--- src/rtl/mbox_pkg.sv ---
package mbox_pkg;
  // Address bit that selects the mailbox pair (0 = inbound, 1 = outbound)
  localparam int PAIR_BIT = 2;
  // Address bit that selects the low halfword within a pair
  localparam int LANE_BIT = 1;

  typedef struct packed {
    logic hit;       // aligned and inside the window
    logic hi_lane;   // access touches the high half
    logic lo_lane;   // access touches the low half
    logic out_pair;  // access targets the outbound mailbox
  } mbox_access_t;
endpackage

--- src/rtl/mbox_host_decode.sv ---
module mbox_host_decode
  import mbox_pkg::*;
#(
  parameter int ADDR_W = 4
) (
  input  logic [ADDR_W-1:0] addr,
  input  logic              wr,
  input  logic              rd,
  input  logic              size32,
  output mbox_access_t      acc,
  output logic              in_hi_we,
  output logic              in_lo_we,
  output logic              out_lo_rd
);
  logic upper_zero;

  generate
    if (ADDR_W > 3) begin : g_upper
      assign upper_zero = ~|addr[ADDR_W-1:3];
    end else begin : g_noupper
      assign upper_zero = 1'b1;
    end
  endgenerate

  always_comb begin
    acc.hit      = upper_zero & ~addr[0];
    acc.out_pair = addr[PAIR_BIT];
    acc.hi_lane  = acc.hit & (size32 | ~addr[LANE_BIT]);
    acc.lo_lane  = acc.hit & (size32 |  addr[LANE_BIT]);
  end

  assign in_hi_we  = wr & acc.hi_lane & ~acc.out_pair;
  assign in_lo_we  = wr & acc.lo_lane & ~acc.out_pair;
  assign out_lo_rd = rd & acc.lo_lane &  acc.out_pair;
endmodule

--- src/rtl/mbox_inbound.sv ---
module mbox_inbound #(
  parameter int HALF_W = 16
) (
  input  logic              clk,
  input  logic              rst,
  input  logic              we_hi,
  input  logic              we_lo,
  input  logic [HALF_W-1:0] wdata_hi,
  input  logic [HALF_W-1:0] wdata_lo,
  input  logic              ack,
  output logic [HALF_W-1:0] hi_q,
  output logic [HALF_W-1:0] lo_q
);
  always_ff @(posedge clk) begin
    if (rst) begin
      hi_q <= '0;
      lo_q <= '0;
    end else begin
      if (we_lo) lo_q <= wdata_lo;
      // host write to the high half outranks the accept strobe
      if (we_hi)    hi_q <= wdata_hi;
      else if (ack) hi_q[HALF_W-1] <= 1'b0;
    end
  end
endmodule

--- src/rtl/mbox_outbound.sv ---
module mbox_outbound #(
  parameter int HALF_W = 16,
  localparam int PAY_W = 2*HALF_W - 1
) (
  input  logic              clk,
  input  logic              rst,
  input  logic              cop_wr,
  input  logic [PAY_W-1:0]  cop_data,
  input  logic              clr,
  output logic [HALF_W-1:0] hi_q,
  output logic [HALF_W-1:0] lo_q
);
  always_ff @(posedge clk) begin
    if (rst) begin
      hi_q <= '0;
      lo_q <= '0;
    end else if (cop_wr) begin
      // a new message outranks retirement of the old one
      {hi_q, lo_q} <= {1'b1, cop_data};
    end else if (clr) begin
      hi_q[HALF_W-1] <= 1'b0;
    end
  end
endmodule

--- src/rtl/mbox_read_port.sv ---
module mbox_read_port
  import mbox_pkg::*;
#(
  parameter int HALF_W = 16,
  localparam int WORD_W = 2*HALF_W
) (
  input  logic              clk,
  input  logic              rst,
  input  logic              rd,
  input  mbox_access_t      acc,
  input  logic [HALF_W-1:0] in_hi,
  input  logic [HALF_W-1:0] in_lo,
  input  logic [HALF_W-1:0] out_hi,
  input  logic [HALF_W-1:0] out_lo,
  output logic [WORD_W-1:0] rdata
);
  logic [WORD_W-1:0] rd_next;

  // lane 1 carries the high half (bits 31:16), lane 0 the low half
  generate
    for (genvar g = 0; g < 2; g++) begin : g_lane
      logic              touch;
      logic [HALF_W-1:0] src;
      if (g == 1) begin : g_hi
        assign touch = acc.hi_lane;
        assign src   = acc.out_pair ? out_hi : in_hi;
      end else begin : g_lo
        assign touch = acc.lo_lane;
        assign src   = acc.out_pair ? out_lo : in_lo;
      end
      assign rd_next[g*HALF_W +: HALF_W] = touch ? src : '0;
    end
  endgenerate

  always_ff @(posedge clk) begin
    if (rst)     rdata <= '0;
    else if (rd) rdata <= rd_next;
  end
endmodule

--- src/rtl/cpu_dsp_mbox.sv ---
module cpu_dsp_mbox
  import mbox_pkg::*;
#(
  parameter int HALF_W = 16,
  parameter int ADDR_W = 4,
  localparam int WORD_W = 2*HALF_W,
  localparam int PAY_W  = WORD_W - 1
) (
  input  logic              clk,
  input  logic              rst,
  input  logic [ADDR_W-1:0] host_addr,
  input  logic              host_wr,
  input  logic              host_rd,
  input  logic              host_size32,
  input  logic [WORD_W-1:0] host_wdata,
  output logic [WORD_W-1:0] host_rdata,
  output logic [PAY_W-1:0]  cop_in_data,
  output logic              cop_in_valid,
  input  logic              cop_in_ack,
  input  logic              cop_out_wr,
  input  logic [PAY_W-1:0]  cop_out_data,
  output logic              cop_out_full
);
  mbox_access_t      acc;
  logic              in_hi_we, in_lo_we, out_lo_rd;
  logic [HALF_W-1:0] in_hi, in_lo, out_hi, out_lo;

  mbox_host_decode #(.ADDR_W(ADDR_W)) u_dec (
    .addr      (host_addr),
    .wr        (host_wr),
    .rd        (host_rd),
    .size32    (host_size32),
    .acc       (acc),
    .in_hi_we  (in_hi_we),
    .in_lo_we  (in_lo_we),
    .out_lo_rd (out_lo_rd)
  );

  mbox_inbound #(.HALF_W(HALF_W)) u_in (
    .clk      (clk),
    .rst      (rst),
    .we_hi    (in_hi_we),
    .we_lo    (in_lo_we),
    .wdata_hi (host_wdata[WORD_W-1:HALF_W]),
    .wdata_lo (host_wdata[HALF_W-1:0]),
    .ack      (cop_in_ack),
    .hi_q     (in_hi),
    .lo_q     (in_lo)
  );

  mbox_outbound #(.HALF_W(HALF_W)) u_out (
    .clk      (clk),
    .rst      (rst),
    .cop_wr   (cop_out_wr),
    .cop_data (cop_out_data),
    .clr      (out_lo_rd),
    .hi_q     (out_hi),
    .lo_q     (out_lo)
  );

  mbox_read_port #(.HALF_W(HALF_W)) u_rd (
    .clk    (clk),
    .rst    (rst),
    .rd     (host_rd),
    .acc    (acc),
    .in_hi  (in_hi),
    .in_lo  (in_lo),
    .out_hi (out_hi),
    .out_lo (out_lo),
    .rdata  (host_rdata)
  );

  assign cop_in_valid = in_hi[HALF_W-1];
  assign cop_in_data  = {in_hi[HALF_W-2:0], in_lo};
  assign cop_out_full = out_hi[HALF_W-1];
endmodule

--- config.mk ---
export PLATFORM = sky130hd
export DESIGN_NAME = cpu_dsp_mbox
export DESIGN_NICKNAME = d
export VERILOG_FILES = /design/src/rtl/mbox_pkg.sv /design/src/rtl/mbox_host_decode.sv /design/src/rtl/mbox_inbound.sv /design/src/rtl/mbox_outbound.sv /design/src/rtl/mbox_read_port.sv /design/src/rtl/cpu_dsp_mbox.sv
export SDC_FILE = /design/constraint.sdc
export NUM_CORES = 1
export LEC_CHECK = 0
export BUFFER_PORTS_ARGS = -buffer_cell sky130_fd_sc_hd__buf_2
export CAP_MARGIN = 20
export CORE_MARGIN = 3
export CORE_UTILIZATION = 53
export CTS_BUF_LIST = sky130_fd_sc_hd__clkbuf_16
export CTS_CLUSTER_DIAMETER = 200
export DETAILED_ROUTE_END_ITERATION = 8
export GPL_TIMING_DRIVEN = 1
export PLACE_DENSITY_LB_ADDON = 0.12
export SLEW_MARGIN = 30
export SYNTH_ARGS = -nofsm -noshare
export SYNTH_HDL_FRONTEND = slang
export SYNTH_SLANG_ARGS = --single-unit
--- constraint.sdc ---
create_clock -name clk -period 4.08 [get_ports clk]
set_input_delay 0.204 -clock clk [delete_from_list [all_inputs] [get_ports clk]]
set_output_delay 0.204 -clock clk [all_outputs]
set_load 0.005 [all_outputs]
---- Word level (Yosys, flattened, before mapping) ----
Cells that the tools add are included.
storage, ports and cells
  logic and storage cells ................. 32
  bits of input ports ..................... 74
  ROM bits ................................ 0
  output and inout port bits .............. 65
  flip-flop bits (word level) ............. 96
  bits in latches ......................... 0
  bits in writable memories ............... 0
  memories kept ........................... 0
cells by class
  order comparisons ....................... 0
  reduce and logical (&&, ||, !) cells .... 3
  mux-type cells .......................... 8
  divide/modulo/power cells ............... 0
  multiply operators ...................... 0
  bitwise logic cells ..................... 14
  equality and inequality tests ........... 0
  shifts and indexed selects .............. 0
  add/sub/neg operators ................... 0
operators by type and width
  operator            number
  16-bit 2-to-1 mux   4
  1-bit bitwise AND   9
  1-bit 2-to-1 mux    4
  2-bit nonzero test  2
  1-bit NOT           3
  1-bit bitwise OR    2
  1-bit logical NOT   1

---- Logic depth before layout (Yosys ltp) ----
  word-level depth ........................ 7
  depth in mapped cells ................... 6
  mapped depth without buffers ............ 3

---- By module ----
A second synthesis with hierarchy kept.
second synthesis, totals
  cells, all modules ...................... 326
  area, all modules ....................... 3749.8 sq um
modules (own cells, without submodules)
  module            sequential area each (sq um)  area an instance (sq um)  instances  cells each
  mbox_read_port    640.6                         1385.1                    1          108
  mbox_outbound     640.6                         1166.1                    1          104
  mbox_inbound      640.6                         1133.6                    1          104
  mbox_host_decode  0.0                           65.1                      1          10

---- Least setup slack after synthesis ----
OpenSTA, ideal clock, no wires.
  kind .................................... input-to-reg
  from .................................... input host_addr[2]
  to ...................................... register u_in.hi_q[10]
  setup slack ............................. 2542 ps
  cell stages on the path ................. 6
  arrival time ............................ 1466 ps
  library setup time ...................... 72 ps
  path buffers ............................ 3
  required time ........................... 4008 ps
  cells stage by stage .................... buf_6 or4b_4 buf_6 nor2_8 buf_12 mux2i_1
between the ends
  longest elaborated chain between the ends .. 2
ends and longest elaborated chain
  element               line                    text
  start, declared       cpu_dsp_mbox.sv:11      input logic [ADDR_W-1:0] host_addr,
  1-bit NOT             mbox_host_decode.sv:32  assign in_hi_we = wr & acc.hi_lane & ~acc.out_pair;
  1-bit bitwise AND     mbox_host_decode.sv:32
  end signal, assigned  mbox_inbound.sv:21      if (we_hi) hi_q <= wdata_hi;
  end, declared         mbox_inbound.sv:11      output logic [HALF_W-1:0] hi_q,
Every way passes these cells.
A chain may end at the register's enable or synchronous reset.

---- Final worst setup path ----
  from .................................... input host_addr[2]
  to ...................................... register u_in.hi_q[1]
Same word-level chain as after synthesis.

==> flow_metrics.tcl <==
set metrics [dict create \
    rsz0062_at_grt "false" \
    synth_common_cells "dfxtp_1 (96), mux2i_1 (94), nand2b_1 (63)" \
    dpl_cell_area_um2 4620 \
    synth-async-reset-ratio 0 \
    cp_max_fo 34 \
    total_power_uw 2080 \
    synth.most_common_cell "dfxtp_1" \
    ys_warn_count 0 \
    clk_latency_ns 0.33 \
    wl_per_cell_um 14.6 \
    fmax_mhz 607 \
    slowest_stage "or4b_4" \
    cellLeakagePower_uw 0.00230 \
    r2r-end "u_in.hi_q[15]" \
    fin_nets 590 \
    track_usage 0.212 \
    die_height_um 92.1 \
    wirelength_um 9020 \
    cpLargestDelayFamily "simple AND/OR/NAND/NOR gates" \
    path_cells "buf_2, buf_4, or4b_4, nor2_8, mux2i_1" \
    place_congestion 0.737 \
    startpoint "host_addr[2]" \
    yosysSeqAreaShare 0.489 \
    layout_min_cycle_time_ns 1.65 \
    die_x_um 92.1 \
    place_hpwl_um 6420 \
    use_met3 0.0427 \
    timing.hold.ws_ns 0.104 \
    tns_ns 0 \
    slew_headroom 0.544 \
    grt_max_degree 82 \
    core_area_um2 6980 \
    slowest_delay_ns 0.69 \
    drv_slew 0 \
    synthCells 391 \
    post_cts_buffers 0 \
    cellPowerDensity_nw_per_um2 419 \
    synth_edf_count 0 \
    synth_top_area_frac 0.489 \
    ir_worst_vdd_uv 297 \
    synth_area_um2 3930 \
    hold_viol 0 \
    rows 30 \
    clkSinkCount 96 \
    drcViolationCount 0 \
    yosysTopAreaCell "dfxtp_1" \
    start_kind "primary input" \
    tritoncts "yes" \
    syn2layout_area_growth_pct 26.2 \
    drt-initial-drc-count 59 \
    numPortBuffers 138 \
    status "complete, no violations" \
    cts_resized 0 \
    synth_ff_type "dfxtp_1" \
    cts_buffer_depth 2 \
    grt_util_met2 0.352 \
    worst-path-stages 5 \
    cp.arrival_ns 1.90 \
    h-tree-depth 3 \
    io_pins 139 \
    avgSynthCellArea_um2 10.1 \
    critPathBufInv 2 \
    antenna_found_initial 0 \
    path_clk_slew_ns 0.07 \
    cp-end-kind "flop" \
    ys_types 18 \
    design.die.area_um2 8480 \
    grt-busiest-layer "met2" \
    rrSetupSlack_ns 3.27 \
    ctsHoldBuffers 0 \
    overflow 0 \
    design_area_um2 4960 \
    synth.area.top_cells "dfxtp_1 (49%), mux2i_1 (24%), nand2b_1 (10%)" \
    worst_clock_skew_ns 0.00638 \
    hp-class "primary input to flop" \
    r2r-start "u_in.hi_q[15]" \
    syn_nets 465 \
    rr_worst_depth 3 \
    initial_core_util 0.563 \
    diodes 0 \
    via_count 3087 \
    grt_pass1_wl_um 14500 \
    grt_pass1_vias 3115 \
    clockRootBuffer "clkbuf_16" \
    endpoint "u_in.hi_q[1]" \
    tightest_slew_ns 0.685 \
    avgViaCountPerCell 5.00 \
    drv_cap 0 \
    dr.pass1.iters 4 \
    ant_nets 0 \
    cp.required_ns 4.34 \
    critPathKind "primary input to flop" \
    finalCritPeriodShare 0.404 \
    setup_viol 0 \
    use_met1 0.269 \
    cts_inserted_buffers 9 \
    ys_ff_latch 96 \
    drive_gt1_frac 0.307 \
]
-- worst min path at each step --
stage | start | to | cells after the start
6_report | cop_out_data[22] | u_out.hi_q[6] | 3
5_1_grt | cop_out_data[18] | u_out.hi_q[2] | 3
4_1_cts | cop_out_data[22] | u_out.hi_q[6] | 3
3_5_place_dp | u_rd.rdata[12] | u_rd.rdata[12] | 2
3_3_place_gp | u_rd.rdata[12] | u_rd.rdata[12] | 2
2_1_floorplan | host_wdata[31] | u_in.hi_q[15] | 2
-- flip-flops by register name, indices dropped and copies added, names as in the netlist --
name and flops:
u_in.hi_q 16, u_in.lo_q 16, u_out.hi_q 16, u_out.lo_q 16, u_rd.rdata 32
-- per-layer routing --
layer	up-vias	share of wire
li1	1556	-
met1	1410	0.46
met2	105	0.47
met3	16	0.057
met4	0	0.019
met5	-	0
-- power by group --
group	total (uW)	switching, uW	internal (uW)
Combinational	164	82.2	82.3
Sequential	979	15.5	964
Clock	935	341	594
Total	2080	438	1640
-- cell usage in the layout (no fill, tap or decap), drive strengths merged, types with 2 or more instances in the layout --
master,n
buf,141
bufinv,3
clkbuf,9
clkinvlp,2
dfxtp,96
inv,4
mux2i,94
nand2,33
nand2b,63
nor2,35
o21ai,34
o41ai,2
-- kinds of logic (layout without fill, tap and decap cells) --
family          count (synthesis)  count (layout)  share of synthesized area
compound gates                 37              37                     0.0490
buf+inv                        29             159                     0.0398
flops                          96              96                      0.489
mux                            94              94                      0.239
simple gates                  135             135                      0.183
-- per-stage QoR --
step                      utilization  std cells  setup WS, ns
after floorplan                     -        391          2.54
after global placement          0.661        601          2.15
after detailed placement        0.662        601          2.10
after CTS                       0.710        617          2.44
after global routing            0.711        617          2.34
final                           0.711        617          2.43
-- tightest hold or removal path, cell delays in order --
cell	delay, ns
buf_2	0.07
mux2i_1	0.05
nor2_1	0.07
-- cell type report --
cell class,count,area (um2)
clock inverters,7,113
clock buffers,9,225
repair buffers,141,716
fillers,571,2020
inverters,2,7.51
multi-input cells,266,1860
well taps,96,120
flip-flops and latches,96,1920
Note: power is estimated with default switching activity, not from simulation.
